### src/rtl/fpu_csr_pkg.sv
package fpu_csr_pkg;

    typedef enum logic [1:0] {
        RND_NEAR_EVEN = 2'd0,
        RND_TO_ZERO   = 2'd1,
        RND_POS_INF   = 2'd2,
        RND_NEG_INF   = 2'd3
    } rnd_mode_e;

    // register select codes
    localparam int unsigned CSR_CTRL_IDX = 0;
    localparam int unsigned CSR_STAT_IDX = 1;

    // exception flag positions inside the flag field
    localparam int unsigned FLG_NX = 0;
    localparam int unsigned FLG_UF = 1;
    localparam int unsigned FLG_OF = 2;
    localparam int unsigned FLG_DZ = 3;
    localparam int unsigned FLG_NV = 4;

endpackage

### src/rtl/fpu_csr_decode.sv
module fpu_csr_decode
    import fpu_csr_pkg::*;
#(
    parameter int unsigned SEL_W     = 2,
    parameter int unsigned DATA_W    = 32,
    parameter int unsigned MBZ_LSB   = 12,
    parameter bit          CHECK_MBZ = 1'b1
) (
    input  logic              wr_en,
    input  logic [SEL_W-1:0]  reg_sel,
    input  logic [DATA_W-1:0] wr_data,
    output logic              wr_ctrl,
    output logic              wr_stat,
    output logic              mbz_hit
);

    localparam logic [DATA_W-1:0] MBZ_MASK = {DATA_W{1'b1}} << MBZ_LSB;

    logic sel_ctrl;
    logic sel_stat;
    logic upper_set;

    always_comb begin
        sel_ctrl  = (reg_sel == SEL_W'(CSR_CTRL_IDX));
        sel_stat  = (reg_sel == SEL_W'(CSR_STAT_IDX));
        wr_ctrl   = wr_en && sel_ctrl;
        wr_stat   = wr_en && sel_stat;
        upper_set = |(wr_data & MBZ_MASK);
    end

    generate
        if (CHECK_MBZ) begin : g_mbz_on
            assign mbz_hit = (wr_ctrl || wr_stat) && upper_set;
        end else begin : g_mbz_off
            logic unused_upper;
            assign unused_upper = upper_set;
            assign mbz_hit      = 1'b0;
        end
    endgenerate

endmodule

### src/rtl/fpu_csr_ctrl.sv
module fpu_csr_ctrl #(
    parameter int unsigned       DATA_W    = 32,
    parameter logic [DATA_W-1:0] KEEP_MASK = DATA_W'(32'h7F)
) (
    input  logic              clk,
    input  logic              rst_n,
    input  logic              wr_ctrl,
    input  logic [DATA_W-1:0] wr_data,
    input  logic              mbz_hit,
    output logic [DATA_W-1:0] ctrl_q,
    output logic              mbz_err
);

    typedef struct packed {
        logic [DATA_W-1:0] ctrl;
        logic              mbz;
    } ctrl_state_t;

    ctrl_state_t state_d;
    ctrl_state_t state_q;

    always_comb begin
        state_d      = state_q;
        state_d.mbz  = mbz_hit;
        if (wr_ctrl) begin
            state_d.ctrl = wr_data & KEEP_MASK;
        end
    end

    always_ff @(posedge clk) begin
        if (!rst_n) begin
            state_q <= '0;
        end else begin
            state_q <= state_d;
        end
    end

    assign ctrl_q  = state_q.ctrl;
    assign mbz_err = state_q.mbz;

endmodule

### src/rtl/fpu_csr_flags.sv
module fpu_csr_flags #(
    parameter int unsigned FLAG_W = 5
) (
    input  logic              clk,
    input  logic              rst_n,
    input  logic              wr_stat,
    input  logic [FLAG_W-1:0] wr_flags,
    input  logic [FLAG_W-1:0] flag_evt,
    output logic [FLAG_W-1:0] flags_q
);

    typedef struct packed {
        logic [FLAG_W-1:0] flags;
    } flag_state_t;

    flag_state_t state_d;
    flag_state_t state_q;

    always_comb begin
        state_d = state_q;
        for (int i = 0; i < int'(FLAG_W); i++) begin
            if (wr_stat) begin
                state_d.flags[i] = wr_flags[i] | flag_evt[i];
            end else begin
                state_d.flags[i] = state_q.flags[i] | flag_evt[i];
            end
        end
    end

    always_ff @(posedge clk) begin
        if (!rst_n) begin
            state_q <= '0;
        end else begin
            state_q <= state_d;
        end
    end

    assign flags_q = state_q.flags;

endmodule

### src/rtl/fpu_csr_unit.sv
module fpu_csr_unit
    import fpu_csr_pkg::*;
#(
    parameter int unsigned SEL_W      = 2,
    parameter int unsigned DATA_W     = 32,
    parameter int unsigned FLAG_W     = 5,
    parameter int unsigned FLAG_LSB   = 7,
    parameter bit          LEGACY_FCR = 1'b0
) (
    input  logic              clk,
    input  logic              rst_n,
    input  logic              wr_en,
    input  logic [SEL_W-1:0]  reg_sel,
    input  logic [DATA_W-1:0] wr_data,
    output logic [DATA_W-1:0] rd_data,
    input  logic [FLAG_W-1:0] flag_evt,
    output logic [1:0]        round_mode,
    output logic              mbz_err
);

    localparam int unsigned       MBZ_LSB    = FLAG_LSB + FLAG_W;
    localparam logic [DATA_W-1:0] FIELD_MASK =
        {{(DATA_W-FLAG_W){1'b0}}, {FLAG_W{1'b1}}} << FLAG_LSB;
    localparam logic [DATA_W-1:0] STD_KEEP   = ~({DATA_W{1'b1}} << FLAG_LSB);
    localparam logic [DATA_W-1:0] CTRL_KEEP  = LEGACY_FCR ? ~FIELD_MASK : STD_KEEP;

    logic              wr_ctrl;
    logic              wr_stat;
    logic              mbz_hit;
    logic [DATA_W-1:0] ctrl_q;
    logic [FLAG_W-1:0] flag_q;
    rnd_mode_e         rnd;

    fpu_csr_decode #(
        .SEL_W     (SEL_W),
        .DATA_W    (DATA_W),
        .MBZ_LSB   (MBZ_LSB),
        .CHECK_MBZ (!LEGACY_FCR)
    ) u_decode (
        .wr_en   (wr_en),
        .reg_sel (reg_sel),
        .wr_data (wr_data),
        .wr_ctrl (wr_ctrl),
        .wr_stat (wr_stat),
        .mbz_hit (mbz_hit)
    );

    fpu_csr_ctrl #(
        .DATA_W    (DATA_W),
        .KEEP_MASK (CTRL_KEEP)
    ) u_ctrl (
        .clk     (clk),
        .rst_n   (rst_n),
        .wr_ctrl (wr_ctrl),
        .wr_data (wr_data),
        .mbz_hit (mbz_hit),
        .ctrl_q  (ctrl_q),
        .mbz_err (mbz_err)
    );

    fpu_csr_flags #(
        .FLAG_W (FLAG_W)
    ) u_flags (
        .clk      (clk),
        .rst_n    (rst_n),
        .wr_stat  (wr_stat),
        .wr_flags (wr_data[FLAG_LSB +: FLAG_W]),
        .flag_evt (flag_evt),
        .flags_q  (flag_q)
    );

    always_comb begin
        rnd        = rnd_mode_e'(ctrl_q[1:0]);
        round_mode = rnd;
    end

    // combinational read mux; undefined selects read zero
    always_comb begin
        rd_data = '0;
        if (reg_sel == SEL_W'(CSR_CTRL_IDX)) begin
            rd_data = ctrl_q;
        end else if (reg_sel == SEL_W'(CSR_STAT_IDX)) begin
            rd_data = DATA_W'(flag_q) << FLAG_LSB;
        end
    end

endmodule

### config.mk
export PLATFORM = sky130hd
export DESIGN_NAME = fpu_csr_unit
export DESIGN_NICKNAME = d
export VERILOG_FILES = /design/src/rtl/fpu_csr_pkg.sv /design/src/rtl/fpu_csr_decode.sv /design/src/rtl/fpu_csr_ctrl.sv /design/src/rtl/fpu_csr_flags.sv /design/src/rtl/fpu_csr_unit.sv
export SDC_FILE = /design/constraint.sdc
export NUM_CORES = 1
export LEC_CHECK = 0
export ABC_CLOCK_PERIOD_IN_PS = 1100
export BUFFER_PORTS_ARGS = -buffer_cell sky130_fd_sc_hd__buf_2
export CORE_MARGIN = 2
export CORE_UTILIZATION = 28
export CTS_CLUSTER_DIAMETER = 80
export DETAILED_ROUTE_END_ITERATION = 7
export RECOVER_POWER = 50
export REMOVE_ABC_BUFFERS = 1
export SLEW_MARGIN = 10
export SYNTH_ARGS = -nofsm -noshare
export SYNTH_HDL_FRONTEND = slang
export SYNTH_HIERARCHICAL = 1
export SYNTH_SLANG_ARGS = --single-unit
### constraint.sdc
create_clock -name clk -period 1.1 [get_ports clk]
set_input_delay 0.055 -clock clk [delete_from_list [all_inputs] [get_ports clk]]
set_output_delay 0.055 -clock clk [all_outputs]
set_load 0.03 [all_outputs]
Yosys cells after proc, flatten, opt, wreduce, memory -nomap -nowiden
Index checks and enable logic that the tools add are counted.

storage, ports and cells
  bits in registers = 13
  output and inout port bits = 35
  memory bits (read-only) = 0
  input port bits = 42
  logic and storage cells = 27
  latch bits = 0
  memories kept = 0
  RAM bits = 0

cells by class
  multiply operators = 0
  shift operators = 0
  divide/modulo/power cells = 0
  multiplexer cells = 7
  reduce and logical (&&, ||, !) cells = 6
  bitwise logic cells = 10
  equality and inequality tests = 1
  add/sub/neg operators = 0
  order comparisons = 0

operators by type and width
  cell                                                 count
  2-to-1 mux 32 bit                                    1
  OR reduction 20 bit                                  1
  2-to-1 mux 12 bit                                    1
  bitwise OR 1 bit                                     10
  2-to-1 mux 1 bit                                     5
  logical AND 1 bit                                    3
  equality test 2 x 1 -> 1 bit, second input constant  1
  logical NOT 2 bit                                    1
  logical OR 1 bit                                     1

Logic depth before layout (Yosys ltp)
Gate-level depths: netlist of run 1.

  word-level depth = 4
  gate-level depth with buffers = 5
  gate-level depth less buffers = 4

Cells and area by module
Netlist of run 1, hierarchy kept.

modules (own cells, without submodules)
  module          sequential area each (um2)  instances  area each (um2)  cells an instance
  fpu_csr_ctrl    160.2                       1          483.0            50
  fpu_csr_unit    0.0                         1          300.3            41
  fpu_csr_flags   100.1                       1          193.9            15
  fpu_csr_decode  0.0                         1          61.3             11

Worst setup path after synthesis of run 1
Ideal clock, no wire load.

  path kind = input port to flip-flop
  start = input reg_sel[1]
  end = register u_flags.state_q (netlist bit u_flags/flags_q[0])
  arrival = 0.981 ns
  library setup time = 0.115 ns
  buffers on the path = 0
  stages = 4
  required time = 0.985 ns
  setup slack = 0.004 ns
  cells stage by stage = nand2b_1 > nor2_1 > mux2_2 > o21a_1

between the ends
  cells in the longest elaborated chain, start to end = 3

ends and longest elaborated chain
  element                       RTL line              RTL
  start: declaration            fpu_csr_unit.sv:13    input logic [SEL_W-1:0] reg_sel,
  equality test 2 x 1 -> 1 bit  fpu_csr_decode.sv:25  sel_stat = (reg_sel == SEL_W'(CSR_STAT_IDX));
  logical AND 1 bit             fpu_csr_decode.sv:27  wr_stat = wr_en && sel_stat;
  via wr_stat                   fpu_csr_unit.sv:28    logic wr_stat;
  2-to-1 mux 1 bit              fpu_csr_flags.sv:22   if (wr_stat) begin
  end signal: assignment        fpu_csr_flags.sv:34   state_q <= state_d;
  end: declaration              fpu_csr_flags.sv:17   flag_state_t state_q;

The timed path passes the listed nets, and every way through them passes these cells.
A chain may end at the register's enable or synchronous reset.

Worst setup path after layout of run 1
  start = register u_flags.state_q (netlist bit u_flags/flags_q[3])
  end = output rd_data[10]

between the ends
  cells in the longest elaborated chain, start to end = 2

ends and longest elaborated chain
  element            RTL line            RTL
  2-to-1 mux 12 bit  fpu_csr_unit.sv:82  end else if (reg_sel == SEL_W'(CSR_STAT_IDX)) begin
  2-to-1 mux 32 bit  fpu_csr_unit.sv:80  if (reg_sel == SEL_W'(CSR_CTRL_IDX)) begin
  end: declaration   fpu_csr_unit.sv:15  output logic [DATA_W-1:0] rd_data,

Every way passes these cells.

==> results of run 1 <==
[synthesized netlist by cell type]
library cell / count
a31oi_1: 1
and2_1: 14
and2_2: 14
and3_1: 1
buf_4: 25
buf_6: 4
conb_1: 1
dfxtp_1: 13
inv_1: 1
mux2_2: 5
mux2i_1: 12
nand2b_1: 1
nor2_1: 7
nor2_4: 1
nor2b_1: 7
nor4_1: 5
o21a_1: 5
[state kept, by name (all words and copies together) (netlist names)]
register and cells:
u_ctrl/ctrl_q 7, u_ctrl/mbz_err 1, u_flags/flags_q 5
[layer usage]
metal / track usage / part of all wire
met3: 0.0313 / 0.14
met5: 0 / 0
met1: 0.0989 / 0.39
met4: 0.0559 / 0.013
met2: 0.174 / 0.46
[through the flow]
stage / area (um^2) / cells / setup WS [ps] / setup TNS, ps
finish: 1330 / 227 / 111 / 0
global route: 1330 / 227 / 47.7 / 0
CTS: 1330 / 227 / 99.9 / 0
detailed placement: 1290 / 223 / -42.3 / -190
global placement: 1290 / 223 / -27.6 / -136
floorplan: 896 / 112 / 4.41 / 0
[layout make-up]
type                            instances  share of cell area
Tap cell                               48              0.0453
Multi-Input combinational cell         98               0.477
Inverter                                1             0.00283
Sequential cell                        13               0.196
Timing Repair Buffer                   63               0.245
Clock buffer                            4              0.0340
[worst paths after layout]
| path | from | to | slack, ps | cells after the start |
|---|---|---|---|---|
| max | u_flags/flags_q[3]$_SDFF_PN0_ | rd_data[10] | 110 | 3 |
| max reg2reg | u_flags/flags_q[2]$_SDFF_PN0_ | u_flags/flags_q[2]$_SDFF_PN0_ | 270 | 2 |
| min reg2reg | u_ctrl/ctrl_q[4]$_SDFFE_PN0P_ | u_ctrl/ctrl_q[4]$_SDFFE_PN0P_ | 510 | 2 |
| min | flag_evt[4] | u_flags/flags_q[4]$_SDFF_PN0_ | 30 | 2 |
[power breakdown]
part,internal (mW),switching [mW],total (mW)
combinational,0.148,0.199,0.347
sequential,0.496,0.0109,0.507
clock,0.255,0.163,0.418
total,0.899,0.372,1.27
[cells by family after synthesis]
| logic type | after synthesis | share of synthesized area |
|---|---|---|
| and+or+nand+nor | 50 | 0.306 |
| buffers and inverters | 30 | 0.228 |
| muxes | 17 | 0.170 |
| DFF | 13 | 0.251 |
| AOI/OAI and AO/OA | 6 | 0.0422 |
| other | 1 | 0.00361 |
==> run summary, run 1 <==
status - finished clean
max-cap viol count - 0
leading area contributor after synthesis - dfxtp_1
crit-path cells - mux2i_1, nor2_1, buf_2
share of the synthesized area in the top cell type - 0.251
CP max FO - 2
antenna cells - 0
Core ar. - 3610 um^2
synth warn - 6
P per Cell Area - 960 nW/um^2
vias in the first global route - 802
min Tclk post-route - 989 ps
share of cells above drive strength 1 - 0.464
critical path endpoint category - primary output
detailed-route wire length - 1.97 mm
Root Buffer - clkbuf_8
DR vias/cell - 3.90
worst IR drop on VDD - 0.000433 V
Slowest cell on crit path - dfxtp_1
Worst Path Arrival - 930 ps
CP peak stage delay - 320 ps
HP Class - in -> reg
Yosys reg bits - 13
CP top delay family - flip-flops
Syn Area/Cell - 8.88 um^2
total congestion overflow - 0
DRT Pass-1 Iters - 4
hold buffer count at cts - 0
Setup Skew - 0 ps
commonest non-fill, non-tap cell in the layout - buf_2
Die Ht - 64.9 um
synthesized area - 1040 um^2
Worst EP required - 1040 ps
CTS Sinks - 13
sequential cell area - 260 um^2
HPWL after DPL - 1.71 mm
CTS tree - yes
FILL cells - 402
most frequent cells in the layout - buf_2, conb_1, and2_2, and2_1, dfxtp_1
DRT iter0 DRCs - 2
die area - 4210 um^2
Post-DRT Antenna Nets - 0
clk slew on worst S/H paths - 50 ps
Bufs and invs on worst path - 1
kind of critical path - reg -> out
first-pass GRT wire length - 3.17 mm
largest cells by area after synthesis - dfxtp_1, buf_4, mux2i_1
postcts setup bufs - 0
# DRC - 0
Final period util - 0.899
nets@finish - 222
LEAKAGE - 0.684 nW
Hold WS - 25.9 ps
Routability Congestion - 0.656
vias - 886
clk buf depth - 2
antenna violations before repair - 0
end-of-flow core utilization - 0.367
H-tree depth - 1
site row count - 22
CP Launch Type - flip-flop
max-slew violations - 0
sequential element share of the synthesized area - 0.251
RSZ-0062 raised after global routing - no
Boundary Pins - 77
Initial Util - 0.288
f_max - 1010 MHz
Post-CTS Resized - 0
largest net degree at the start of global routing - 19
Total Routing Usage GR - 0.0975
Synth cell types - 17
Total Power - 1.27 mW
wire length per cell - 8.69 um
setup-violating endpoint count in the final report - 0
area growth from synthesis to layout - 27.6%
clk_lat worst skew - 240 ps
final count of hold timing violations - 0
Die X - 64.9 um
Num CTS Buffers - 3
cells after synthesis - 117
IO Port Bufs - 56
multi-input combinational cell area - 632 um^2
(Power assumes the default switching activity.)
==> run 2, diff against run 1 <==
Settings changed: PLACE_DENSITY from default to 0.64.
==> run 2 against run 1 <==
Largest power group unchanged. Register-to-register slack is essentially flat. Wire length grew 3.9%. Core utilization grew 0.14 points. Highest routed layer unchanged. Maximum frequency shrank 0.86%. Worst setup slack lost 8.6 ps. First-iteration DRC count grew to 6.5 times the previous value. Sequential share of layout area shrank 0.074 points. Combinational power is essentially flat. Clock power grew 3%. Design area grew 0.38%. Sequential power is essentially flat.
==> run summary, run 2 (synthesis gave the netlist of run 1 again) <==
status - finished clean (unchanged)
H-tree depth - 1 (unchanged)
Slowest cell on crit path - dfxtp_1 (unchanged)
Post-CTS Resized - 0 (unchanged)
most frequent cells in the layout - buf_2, conb_1, and2_2, and2_1, dfxtp_1 (unchanged)
final setup TNS - 0 ps (unchanged)
LEAKAGE - 0.683 nW (was 0.684 nW)
antenna violations before repair - 0 (unchanged)
Final period util - 0.907 (was 0.899)
CTS Sinks - 13 (unchanged)
max-cap viol count - 0 (unchanged)
die area - 4210 um^2 (unchanged)
P per Cell Area - 964 nW/um^2 (was 960 nW/um^2)
commonest non-fill, non-tap cell in the layout - buf_2 (unchanged)
min Tclk post-route - 998 ps (was 989 ps)
Hold WS - 19.0 ps (was 25.9 ps)
clk buf depth - 2 (unchanged)
vias in the first global route - 743 (was 802)
nets@finish - 223 (was 222)
wire length per cell - 8.99 um (was 8.69 um)
Setup Skew - 0 ps (unchanged)
CP Launch Type - flip-flop (unchanged)
DRT iter0 DRCs - 13 (was 2)
FILL cells - 386 (was 402)
max-slew violations - 0 (unchanged)
critical path depth - 3 (unchanged)
CP endpoint - rd_data[7] (was rd_data[10])
Bufs and invs on worst path - 1 (unchanged)
CTS tree - yes (unchanged)
Worst EP required - 1040 ps (about the same)
Worst Path Arrival - 940 ps (was 930 ps)
site row count - 22 (unchanged)
cell depth of the worst flop-to-flop path - 2 (unchanged)
Initial Util - 0.288 (unchanged)
detailed-route wire length - 2.05 mm (was 1.97 mm)
vias - 832 (was 886)
total congestion overflow - 0 (unchanged)
setup-violating endpoint count in the final report - 0 (unchanged)
critical path endpoint category - primary output (unchanged)
Largest register FFs - 7 (unchanged)
area growth from synthesis to layout - 28.1% (was 27.6%)
clk slew on worst S/H paths - 60 ps (was 50 ps)
CP peak stage delay - 320 ps (about the same)
Final Instance Area - 1330 um^2 (about the same)
largest net degree at the start of global routing - 14 (was 19)
crit-path cells - mux2i_1, nor2_1, buf_2 (unchanged)
antenna cells - 0 (unchanged)
sequential cell area - 260 um^2 (unchanged)
Core ar. - 3610 um^2 (unchanged)
kind of critical path - reg -> out (unchanged)
Post-DRT Antenna Nets - 0 (unchanged)
RSZ-0062 raised after global routing - no (unchanged)
RR Startpoint - u_flags/flags_q[4]$_SDFF_PN0_ (was u_flags/flags_q[2]$_SDFF_PN0_)
Post-Place Cell Area - 1300 um^2 (was 1290 um^2)
f_max - 1000 MHz (was 1010 MHz)
Die X - 64.9 um (unchanged)
Root Buffer - clkbuf_8 (unchanged)
Num CTS Buffers - 3 (unchanged)
first-pass GRT wire length - 3.33 mm (was 3.17 mm)
final count of hold timing violations - 0 (unchanged)
CP top delay family - flip-flops (unchanged)
Die Ht - 64.9 um (unchanged)
share of cells above drive strength 1 - 0.456 (was 0.464)
Boundary Pins - 77 (unchanged)
HP Class - in -> reg (unchanged)
postcts setup bufs - 0 (unchanged)
# DRC - 0 (unchanged)
CP startpoint - u_flags/flags_q[0]$_SDFF_PN0_ (was u_flags/flags_q[3]$_SDFF_PN0_)
clk_lat worst skew - 240 ps (about the same)
worst IR drop on VDD - 0.000570 V (was 0.000433 V)
Total Routing Usage GR - 0.102 (was 0.0975)
hold buffer count at cts - 0 (unchanged)
CP max FO - 2 (unchanged)
R2R Setup Slk - 270 ps (about the same)
R2R Path End - u_flags/flags_q[4]$_SDFF_PN0_ (was u_flags/flags_q[2]$_SDFF_PN0_)
DRT Pass-1 Iters - 3 (was 4)
multi-input combinational cell area - 632 um^2 (unchanged)
HPWL after DPL - 1.73 mm (was 1.71 mm)
DR vias/cell - 3.65 (was 3.90)
Routability Congestion - 0.677 (was 0.656)
IO Port Bufs - 56 (unchanged)
run 2: cell types whose count changed in the layout (fill, tap and decap cells not counted):
cell      delta
buf_4        +1
buf_2        -1
clkbuf_1     +2
clkbuf_2     -1
run 2: worst min-delay path by stage:
stage	cells past startpoint	start	slack, ps	to
2_1_floorplan	1	rst_n	170	u_flags/flags_q[0]$_SDFF_PN0_
3_3_place_gp	2	flag_evt[3]	270	u_flags/flags_q[3]$_SDFF_PN0_
3_5_place_dp	2	flag_evt[0]	270	u_flags/flags_q[0]$_SDFF_PN0_
4_1_cts	2	flag_evt[1]	10	u_flags/flags_q[1]$_SDFF_PN0_
5_1_grt	2	flag_evt[2]	30	u_flags/flags_q[2]$_SDFF_PN0_
6_report	2	flag_evt[3]	20	u_flags/flags_q[3]$_SDFF_PN0_
run 2: layout make-up:
class | count | share of cell area
inverter | 1 | 0.00282
sequential | 13 | 0.196
multi-input combinational | 98 | 0.475
tap | 48 | 0.0452
clock buffer | 4 | 0.0339
timing repair buffer | 64 | 0.247
run 2: power breakdown:
group	internal (mW)	switching (mW)
Clock	0.256	0.173
Sequential	0.495	0.0102
Combinational	0.149	0.199
Total	0.900	0.382
run 2: metal layers:
metal  GRT usage  share of wire  wire (um)  up-vias
met1       0.118           0.44        900      334
met5           0              0          0        -
met3      0.0347          0.093        190        2
met2       0.179           0.46        949       41
li1            -              -          -      455
met4      0.0239         0.0039          8        0
run 2: stage by stage:
| step | worst slack (ps) | utilization | total power [mW] | std cells |
|---|---|---|---|---|
| 6_report | 102 | 0.369 | 1.28 | 228 |
| 5_1_grt | 4.16 | 0.369 | 1.36 | 228 |
| 4_1_cts | 84.6 | 0.372 | 1.31 | 228 |
| 3_5_place_dp | -87.7 | 0.359 | 0.870 | 224 |
| 3_3_place_gp | -55.5 | 0.359 | 0.867 | 224 |
| 2_1_floorplan | 4.41 | - | 0.730 | 112 |
